[config.mk]
export PLATFORM = sky130hd
export DESIGN_NAME = vram_write_path
export DESIGN_NICKNAME = d
export VERILOG_FILES = /design/src/rtl/vwr_pkg.sv /design/src/rtl/vwr_mode_fsm.sv /design/src/rtl/vwr_regs.sv /design/src/rtl/vwr_lane_gen.sv /design/src/rtl/vwr_array.sv /design/src/rtl/vram_write_path.sv
export SDC_FILE = /design/constraint.sdc
export NUM_CORES = 1
export LEC_CHECK = 0
export BUFFER_PORTS_ARGS = -buffer_cell sky130_fd_sc_hd__buf_2
export CORE_AREA = 2 2 227 117
export CTS_CLUSTER_DIAMETER = 200
export DETAILED_ROUTE_END_ITERATION = 8
export DIE_AREA = 0 0 229 119
export HOLD_SLACK_MARGIN = 0.15
export PLACE_DENSITY = 0.76
export SLEW_MARGIN = 20
export SYNTH_ARGS = -nofsm -noshare
export SYNTH_HDL_FRONTEND = slang
export SYNTH_SLANG_ARGS = --single-unit
[constraint.sdc]
create_clock -name clk -period 2.88 [get_ports clk]
set_clock_uncertainty 0.15 [all_clocks]
set_input_delay 0.144 -clock clk [delete_from_list [all_inputs] [get_ports clk]]
set_output_delay 0.144 -clock clk [all_outputs]
set_load 0.02 [all_outputs]
[src/rtl/vwr_pkg.sv]
package vwr_pkg;
    localparam int LANES = 4;
    localparam int SUB_W = $clog2(LANES);

    typedef enum logic [2:0] {
        ST_IDLE,
        ST_PLAIN,
        ST_MASK_CYC,
        ST_MASK_HELD,
        ST_LOAD_REG
    } vwr_state_e;
endpackage

[src/rtl/vwr_mode_fsm.sv]
module vwr_mode_fsm
    import vwr_pkg::*;
(
    input  logic             clk,
    input  logic             rst_n,
    input  logic             row_open,
    input  logic             row_close,
    input  logic             bitsel_row,
    input  logic             sf_row,
    input  logic [LANES-1:0] dbus,
    output vwr_state_e       mode_o,
    output logic [LANES-1:0] cyc_mask_o
);
    vwr_state_e       state_q, state_d;
    logic [LANES-1:0] cyc_mask_q, cyc_mask_d;

    // state register
    always_ff @(posedge clk) begin
        if (!rst_n) begin
            state_q    <= ST_IDLE;
            cyc_mask_q <= '0;
        end else begin
            state_q    <= state_d;
            cyc_mask_q <= cyc_mask_d;
        end
    end

    // next state and captured mask
    always_comb begin
        state_d    = state_q;
        cyc_mask_d = cyc_mask_q;
        unique case (state_q)
            ST_IDLE: begin
                if (row_open && !row_close) begin
                    unique case ({bitsel_row, sf_row})
                        2'b00: state_d = ST_PLAIN;
                        2'b10: begin
                            state_d    = ST_MASK_CYC;
                            cyc_mask_d = dbus;
                        end
                        2'b11: state_d = ST_MASK_HELD;
                        2'b01: state_d = ST_LOAD_REG;
                        default: state_d = ST_IDLE;
                    endcase
                end
            end
            ST_PLAIN, ST_MASK_CYC, ST_MASK_HELD, ST_LOAD_REG: begin
                if (row_close) state_d = ST_IDLE;
            end
            default: state_d = ST_IDLE;
        endcase
    end

    assign mode_o     = state_q;
    assign cyc_mask_o = cyc_mask_q;
endmodule

[src/rtl/vwr_regs.sv]
module vwr_regs
    import vwr_pkg::*;
(
    input  logic             clk,
    input  logic             rst_n,
    input  logic             load_en,
    input  logic             sel_color,
    input  logic [LANES-1:0] dbus,
    output logic [LANES-1:0] color_o,
    output logic [LANES-1:0] held_mask_o
);
    always_ff @(posedge clk) begin
        if (!rst_n) begin
            color_o     <= '0;
            held_mask_o <= '0;
        end else if (load_en) begin
            if (sel_color) color_o     <= dbus;
            else           held_mask_o <= dbus;
        end
    end
endmodule

[src/rtl/vwr_lane_gen.sv]
module vwr_lane_gen
    import vwr_pkg::*;
#(
    parameter int COL_W = 6
) (
    input  logic             clk,
    input  logic             rst_n,
    input  vwr_state_e       mode,
    input  logic             col_go,
    input  logic             wr_req,
    input  logic             sf_col,
    input  logic [COL_W-1:0] col_addr,
    input  logic [LANES-1:0] dbus,
    input  logic [LANES-1:0] color,
    input  logic [LANES-1:0] cyc_mask,
    input  logic [LANES-1:0] held_mask,
    output logic             reg_load,
    output logic             reg_sel_color,
    output logic [LANES-1:0] lane_en_q,
    output logic [COL_W-1:0] base_q,
    output logic [LANES-1:0] bit_en_q,
    output logic [LANES-1:0] data_q
);
    logic             write_row, accept;
    logic [LANES-1:0] eff_mask, onehot, lane_d, data_d;
    logic [COL_W-1:0] base_d;

    for (genvar l = 0; l < LANES; l++) begin : g_lane
        assign onehot[l] = (col_addr[SUB_W-1:0] == SUB_W'(l));
    end

    always_comb begin
        write_row = 1'b0;
        eff_mask  = '0;
        unique case (mode)
            ST_PLAIN: begin
                write_row = 1'b1;
                eff_mask  = '1;
            end
            ST_MASK_CYC: begin
                write_row = 1'b1;
                eff_mask  = cyc_mask;
            end
            ST_MASK_HELD: begin
                write_row = 1'b1;
                eff_mask  = held_mask;
            end
            ST_IDLE, ST_LOAD_REG: begin
                write_row = 1'b0;
                eff_mask  = '0;
            end
            default: begin
                write_row = 1'b0;
                eff_mask  = '0;
            end
        endcase
    end

    assign accept        = col_go && wr_req && write_row;
    assign reg_load      = col_go && wr_req && (mode == ST_LOAD_REG);
    assign reg_sel_color = sf_col;
    assign lane_d        = !accept ? '0 : (sf_col ? dbus : onehot);
    assign data_d        = sf_col ? color : dbus;
    assign base_d        = {col_addr[COL_W-1:SUB_W], {SUB_W{1'b0}}};

    always_ff @(posedge clk) begin
        if (!rst_n) begin
            lane_en_q <= '0;
            base_q    <= '0;
            bit_en_q  <= '0;
            data_q    <= '0;
        end else begin
            lane_en_q <= lane_d;
            base_q    <= accept ? base_d : '0;
            bit_en_q  <= accept ? eff_mask : '0;
            data_q    <= accept ? data_d : '0;
        end
    end
endmodule

[src/rtl/vwr_array.sv]
module vwr_array
    import vwr_pkg::*;
#(
    parameter int COLS = 64
) (
    input  logic                    clk,
    input  logic                    rst_n,
    input  logic [LANES-1:0]        lane_en,
    input  logic [$clog2(COLS)-1:0] base,
    input  logic [LANES-1:0]        bit_en,
    input  logic [LANES-1:0]        data,
    input  logic [$clog2(COLS)-1:0] rd_col,
    output logic [LANES-1:0]        rd_data
);
    localparam int COL_W = $clog2(COLS);

    logic [LANES-1:0] cells [COLS];

    for (genvar c = 0; c < COLS; c++) begin : g_col
        localparam logic [COL_W-1:0] CBASE = COL_W'(c - (c % LANES));
        localparam int               LANE  = c % LANES;
        logic [LANES-1:0] cell_q;
        logic             hit;

        assign hit = lane_en[LANE] && (base == CBASE);

        always_ff @(posedge clk) begin
            if (!rst_n)   cell_q <= '0;
            else if (hit) cell_q <= (cell_q & ~bit_en) | (data & bit_en);
        end

        assign cells[c] = cell_q;
    end

    assign rd_data = cells[rd_col];
endmodule

[src/rtl/vram_write_path.sv]
module vram_write_path
    import vwr_pkg::*;
#(
    parameter int COLS = 64
) (
    input  logic                    clk,
    input  logic                    rst_n,
    input  logic                    row_open,
    input  logic                    row_close,
    input  logic                    bitsel_row,
    input  logic                    sf_row,
    input  logic                    col_go,
    input  logic                    wr_req,
    input  logic                    sf_col,
    input  logic [$clog2(COLS)-1:0] col_addr,
    input  logic [3:0]              dbus,
    input  logic [$clog2(COLS)-1:0] rd_col,
    output logic [3:0]              rd_data,
    output logic [3:0]              wr_lane_en,
    output logic [$clog2(COLS)-1:0] wr_base,
    output logic [3:0]              wr_bit_en,
    output logic [3:0]              wr_data
);
    localparam int COL_W = $clog2(COLS);

    vwr_state_e       mode_q;
    logic [LANES-1:0] cyc_mask_q, color_q, held_mask_q;
    logic             reg_load, reg_sel_color;

    vwr_mode_fsm fsm_i (
        .clk        (clk),
        .rst_n      (rst_n),
        .row_open   (row_open),
        .row_close  (row_close),
        .bitsel_row (bitsel_row),
        .sf_row     (sf_row),
        .dbus       (dbus),
        .mode_o     (mode_q),
        .cyc_mask_o (cyc_mask_q)
    );

    vwr_regs regs_i (
        .clk         (clk),
        .rst_n       (rst_n),
        .load_en     (reg_load),
        .sel_color   (reg_sel_color),
        .dbus        (dbus),
        .color_o     (color_q),
        .held_mask_o (held_mask_q)
    );

    vwr_lane_gen #(.COL_W(COL_W)) lane_i (
        .clk           (clk),
        .rst_n         (rst_n),
        .mode          (mode_q),
        .col_go        (col_go),
        .wr_req        (wr_req),
        .sf_col        (sf_col),
        .col_addr      (col_addr),
        .dbus          (dbus),
        .color         (color_q),
        .cyc_mask      (cyc_mask_q),
        .held_mask     (held_mask_q),
        .reg_load      (reg_load),
        .reg_sel_color (reg_sel_color),
        .lane_en_q     (wr_lane_en),
        .base_q        (wr_base),
        .bit_en_q      (wr_bit_en),
        .data_q        (wr_data)
    );

    vwr_array #(.COLS(COLS)) array_i (
        .clk     (clk),
        .rst_n   (rst_n),
        .lane_en (wr_lane_en),
        .base    (wr_base),
        .bit_en  (wr_bit_en),
        .data    (wr_data),
        .rd_col  (rd_col),
        .rd_data (rd_data)
    );
endmodule

==> metrics.yaml, run 1 <==
global_routing:
  grt_start_max_net_pins: 272
  antenna_found_initial: 1
  grt_pass1_wl_um: 68600
  grt_overflow_total: 0
  track_usage_pct: 31.8
  grt_pass1_vias: 11900
critical_path:
  cp_max_fo: 2
  worstPathRequired_ns: 2.59
  r2r-start: "lane_i.base_q[2]"
  worst_setup_path_end_kind: "primary output"
  reg2reg_setup_slack_ns: 0.57
  worstSetupPathType: "flip-flop to primary output"
  worstPathArrival_ns: 2.45
  rr_worst_depth: 4
  cp-start-kind: "flip-flop"
timing:
  slew_headroom_pct: 22.1
  final_hold_viol_count: 0
  setup_ws_ns: 0.132
  final_max_slew_viol_count: 0
  setup_violations: 0
  finalSetupTns_ns: 0
  fmax_ghz: 0.364
  grt_setup_unrepaired: "no"
  post-route-period-util_pct: 95.4
  min_period_ns: 2.75
  worstMarginPinSlew_ns: 1.17
synth:
  syn_area_um2: 15000
  synth-main-ff-cell: "dfxtp_1"
  synthArstFlopShare_pct: 0
  synth_edf_count: 0
  yosys.area.top_type_share_pct: 38.3
  synth_area_leader_cell: "dfxtp_1"
  yosys-top-cells-area: "dfxtp_1 (38%), nand2_1 (13%), a21boi_0 (11%)"
  syn_avg_cell_area_um2: 8.20
  ys_seq_area_share_pct: 38.3
  yosysUniqueCellTypes: 43
  synth-seq-cells: 287
  syn_inst: 1826
  yosys_warnings: 0
floorplanning:
  initial_utilization_pct: 58.4
  row_count: 42
  die_height_um: 119
  pin_count: 47
  die_w_um: 229
  die-area_um2: 27300
  core_um2: 25600
cts:
  clk_pin_slew_ns: 0.07
  cts_inserted_buffers: 26
  cts_sinks: 287
  cts_tree: "built"
  clk_latency_ns: 0.55
  root_buffer: "clkbuf_16"
  cts.htree.levels: 1
  post_cts_buffers: 0
  clock_tree.buffer_depth: 3
cells_and_area:
  nets: 1760
  fin_cells: 2105
  final_core_util_pct: 62.8
  area_growth_pct: 7.51
  drive_gt1_share_pct: 10.4
drt:
  drcViolationCount: 0
  dr.pass1.iters: 6
  via_count: 12900
  drt_iter0_markers: 1822
  wl_per_cell_um: 20.4
  ant_nets: 0
  vias_per_cell: 6.15
  drt_wl_total_um: 43000
placed_design:
  dpl.cell_count: 2035
  dp_hpwl_um: 26900
  routabilityCongestion: 0.910
  place_ws_ns: 0.371
  portBuffers: 44
hold_path:
  hold_class: "input pin to flip-flop"
  hp-start: "rst_n"
  holdPathEnd: "fsm_i.mode_o[1]"
  hold_path_depth: 3
power:
  max-vdd-ir-drop_v: 0.000403
  powerDensity_nw_per_um2: 490
  leakagePower_nw: 5.04
outcome:
  outcome: "finished clean"
job:
  maxCapViolCount: 0
-- layer usage --
| layer | wire length [um] | global-route usage, % | share of wire [%] | vias to the layer above |
|---|---|---|---|---|
| met5 | 0 | 0 | 0 | - |
| met4 | 537 | 5.88 | 1.3 | 0 |
| met3 | 5720 | 9.12 | 13 | 46 |
| met2 | 17300 | 43.6 | 40 | 700 |
| met1 | 19400 | 49.3 | 45 | 6169 |
| li1 | - | - | - | 6023 |
-- synthesized netlist by cell type (2+ instances only) --
cell,n
nand2_1,516
dfxtp_1,287
nand3_1,258
a21boi_0,220
clkbuf_1,136
and2_1,65
buf_2,53
mux4_2,53
a21boi_1,38
mux2i_1,28
nor2b_1,19
nor2_1,14
buf_1,12
mux4_1,11
a211oi_1,8
a21oi_1,8
inv_1,8
o221ai_1,8
o22a_1,8
o22ai_1,8
buf_6,7
nand3b_1,7
nor3_1,7
and4bb_2,6
buf_4,5
o21ai_0,5
and4b_1,4
nor4b_2,4
ha_1,3
nor3b_1,3
or2_2,3
and3_1,2
nand2b_1,2
-- cell families after synthesis --
logic type	count (synthesis)	synth area share, %
AOI/OAI and AO/OA	305	15.1
adders and majority gates	3	0.251
buffers and inverters	223	6.62
DFF	287	38.3
muxes	92	11.8
other	1	0.0250
and+or+nand+nor	915	27.8
-- critical path, cell delays in order, from the launching register on --
cell and delay (ns):
dfxtp_1 0.33, mux4_2 0.48, nor2b_1 0.15, a211oi_1 0.42, a211oi_1 0.11, o22a_1 0.25
buf_2 0.17
-- worst max-delay path by stage --
stage	end	from	cells after the start	slack, ns
floorplan	rd_data[3]	rd_col[0]	6	1.07
global placement	rd_data[0]	rd_col[2]	8	0.38
detailed placement	rd_data[0]	rd_col[2]	8	0.37
CTS	rd_data[0]	flip-flop	6	0.14
global route	rd_data[0]	flip-flop	6	0.09
finish	rd_data[0]	flip-flop	6	0.13
-- report_power, final --
| part | switching [W] | leakage, nW | internal [W] |
|---|---|---|---|
| sequential | 0.0000165 | 2.32 | 0.00397 |
| clock | 0.00158 | 0.406 | 0.00192 |
| combinational | 0.000214 | 2.32 | 0.000182 |
| total | 0.00181 | 5.04 | 0.00607 |
-- cell usage in the layout, fill, tap and decap left out, types with 19 or more instances in the layout --
cell and n:
clkbuf_16 27, a21boi_0 220, dfxtp_1 279, nand2_1 516
nand3_1 258, mux2i_1 28, dlygate4sd3_1 21, mux4_2 53
buf_2 42, nor2b_1 19, a21boi_1 38, and2_1 65
-- cell type report --
cell class	instances	area, um2
fillers	2182	9540
multi-input cells	1317	8250
flip-flops and latches	287	5770
repair buffers	92	792
clock buffers	35	716
well taps	352	440
clock inverters	13	113
inverters	8	30.0
diodes	1	2.50
-- through the flow --
stage / instance area (um2) / power [W] / hold WS, ns
floorplan: 15000 / 0.00434 / 0.106
global placement: 15100 / 0.00444 / 0.207
detailed placement: 15100 / 0.00444 / 0.214
CTS: 16100 / 0.00790 / 0.162
global route: 16100 / 0.00810 / 0.212
finish: 16100 / 0.00788 / 0.0258
-- what timing repair did --
action / in CTS / in global routing
resized for setup: 0 / 0
endpoints found under the hold margin: 27 / 0
hold buffers: 21 / 0
No activity file was read; power rests on OpenSTA's default activity.
==> run 2: changes to the inputs <==
--- a/config.mk
+++ b/config.mk
@@ -11,8 +11,7 @@
 export DETAILED_ROUTE_END_ITERATION = 8
 export DIE_AREA = 0 0 229 119
 export HOLD_SLACK_MARGIN = 0.15
-export PLACE_DENSITY = 0.76
-export SLEW_MARGIN = 20
+export PLACE_DENSITY = 0.77
 export SYNTH_ARGS = -nofsm -noshare
 export SYNTH_HDL_FRONTEND = slang
 export SYNTH_SLANG_ARGS = --single-unit
==> run 2 against run 1 <==
Against the previous run:
- sequential power barely moved
- maximum frequency shrank 1.4%
- critical endpoint is now rd_data[2]
- register-to-register slack worse by 0.18 ns
- non-clock buffer count increased by 4
- largest power group unchanged
- via count is 0.50% higher
- wire length fell by 2.1%
==> metrics.yaml, run 2 (synthesis results as in run 1) <==
outcome:
  outcome: "finished clean"
power:
  leakagePower_nw: 5.04  # about the same
  max-vdd-ir-drop_v: 0.000429  # +6.5%
  powerDensity_nw_per_um2: 483  # -1.3%
timing:
  finalSetupTns_ns: 0  # unchanged
  fmax_ghz: 0.359  # -1.4%
  final_hold_viol_count: 0  # unchanged
  post-route-period-util_pct: 96.8  # +1.4 points
  worstMarginPinSlew_ns: 1.16  # -0.00731 ns
  grt_setup_unrepaired: "no"
  setup_violations: 0  # unchanged
  final_max_slew_viol_count: 0  # unchanged
  min_period_ns: 2.79  # +0.0400 ns
  slew_headroom_pct: 22.6  # +0.49 points
critical_path:
  worst_setup_path_end_kind: "primary output"
  cp_max_fo: 2  # unchanged
  rr_worst_depth: 6  # +2
  worstPathRequired_ns: 2.59  # about the same
  slowest_delay_ns: 0.47  # about the same
  slowest_stage: "mux4_2"
  critPathTopFamily: "compound AO/OA/AOI/OAI gates"
  endpoint: "rd_data[2]"
  worstSetupPathType: "flip-flop to primary output"
  r2r_end: "regs_i.color_o[3]"
  reg2reg_setup_slack_ns: 0.39  # -0.18 ns
  worstPathArrival_ns: 2.49  # +0.04 ns
  crit_chain: "mux4_2 -> nor2b_1 -> a211oi_1 -> a211oi_1 -> o22a_1 -> buf_2"
  cp.depth: 6  # unchanged
  crit_buf_inv: 1  # unchanged
  crit_path_frequent_cell: "a211oi_1"
  cp-start-kind: "flip-flop"
  r2r-start: "fsm_i.mode_o[0]"
placed_design:
  dp_hpwl_um: 26000  # -3.3%
  routabilityCongestion: 0.863  # -5.2%
  portBuffers: 44  # unchanged
floorplanning:
  initial_utilization_pct: 58.4  # unchanged
  die_w_um: 229  # unchanged
  die-area_um2: 27300  # unchanged
  core_um2: 25600  # unchanged
  pin_count: 47  # unchanged
  row_count: 42  # unchanged
  die_height_um: 119  # unchanged
hold_path:
  hp-start: "rst_n"
  hold_class: "input pin to flip-flop"
cts:
  root_buffer: "clkbuf_16"
  cts_resized: 0  # unchanged
  cts_sinks: 287  # unchanged
  cts.htree.levels: 1  # unchanged
  clock_tree.buffer_depth: 3  # unchanged
  clk_latency_ns: 0.56  # about the same
  clk_pin_slew_ns: 0.07  # about the same
  cts_tree: "built"
  post_cts_buffers: 0  # unchanged
  cts_inserted_buffers: 27  # +3.8%
global_routing:
  grt_pass1_vias: 11800  # -0.89%
  grt_overflow_total: 0  # unchanged
  track_usage_pct: 30.7  # -1.1 points
  antenna_found_initial: 0  # -1
  grt_start_max_net_pins: 272  # unchanged
  grt_pass1_wl_um: 66200  # -3.5%
drt:
  wl_per_cell_um: 20.0  # -2.1%
  drcViolationCount: 0  # unchanged
  ant_nets: 0  # unchanged
  drt_iter0_markers: 1846  # +1.3%
  via_count: 13000  # +0.50%
  drt_wl_total_um: 42100  # -2.1%
  dr.pass1.iters: 6  # unchanged
  vias_per_cell: 6.18  # +0.50%
cells_and_area:
  num-fill-cells: 2149  # -1.5%
  mostFrequentLayoutCells: "nand2_1 (516), dfxtp_1 (279), nand3_1 (258)"
  antenna_cells: 0  # -1
  layout_commonest_cell: "nand2_1"
  area_growth_pct: 7.57  # about the same
  nets: 1765  # +0.28%
  final_core_util_pct: 62.8  # about the same
  drive_gt1_share_pct: 10.4  # -0.063 points
job:
  maxCapViolCount: 0  # unchanged
[run 2: changes by cell type in the layout (fill, tap and decap cells not counted)]
cell / change
diode_2: -1
bufinv_16: -2
clkbuf_1: +2
clkinv_1: -4
clkbuf_8: +3
dlygate4sd3_1: +4
inv_6: +2
clkinv_2: -4
[run 2: worst min path at each step]
stage | slack [ns] | cells after the start | endpoint
4_1_cts | 0.17 | 4 | lane_i.base_q[2]
2_1_floorplan | 0.11 | 2 | lane_i.base_q[2]
6_report | 0.07 | 3 | fsm_i.mode_o[2]
3_5_place_dp | 0.21 | 3 | lane_i.base_q[2]
5_1_grt | 0.15 | 3 | fsm_i.mode_o[2]
3_3_place_gp | 0.21 | 3 | lane_i.base_q[3]
[run 2: routing by layer]
layer	vias up	global-route usage (%)	routed length, um
met5	-	0	0
met2	685	43.3	17000
met1	6212	47.7	19400
met4	0	6.74	834
li1	6024	-	-
met3	82	6.32	4790
[run 2: through the flow]
stage / hold slack (ns) / cells / setup WS (ns) / power, W / instance area (um2)
floorplan: 0.106 / 1827 / 1.07 / 0.00434 / 15000
global placement: 0.212 / 2035 / 0.424 / 0.00443 / 15100
detailed placement: 0.213 / 2035 / 0.394 / 0.00444 / 15100
CTS: 0.171 / 2105 / 0.136 / 0.00781 / 16100
global route: 0.152 / 2105 / 0.0723 / 0.00800 / 16100
finish: 0.0651 / 2105 / 0.0920 / 0.00779 / 16100
[run 2: where the power goes]
group          total, W  internal, W  leakage (nW)  switching (W)
Clock           0.00340      0.00183         0.389        0.00158
Combinational  0.000400     0.000184          2.34       0.000216
Sequential      0.00398      0.00397          2.32      0.0000159
[run 2: area by class of cell]
| class | instances | area [um2] | area share, % |
|---|---|---|---|
| sequential | 287 | 5770 | 35.8 |
| multi-input combinational | 1317 | 8250 | 51.2 |
| clock buffer | 40 | 764 | 4.74 |
| inverter | 8 | 30.0 | 0.186 |
| clock inverter | 5 | 35.0 | 0.217 |
| timing repair buffer | 96 | 832 | 5.16 |
| tap | 352 | 440 | 2.73 |
[run 2: worst register-to-register path: cells and delay by family (launching register included)]
kind | cells | cell delay [ns]
muxes | 1 | 0.20
buffers and inverters | 1 | 0.66
DFF | 1 | 0.42
and+or+nand+nor | 4 | 0.96
[run 2: what timing repair did]
action | 4_1_cts | 5_1_grt
setup endpoints to repair | 0 | 0
endpoints found under the hold margin | 27 | 0
hold buffers | 25 | 0
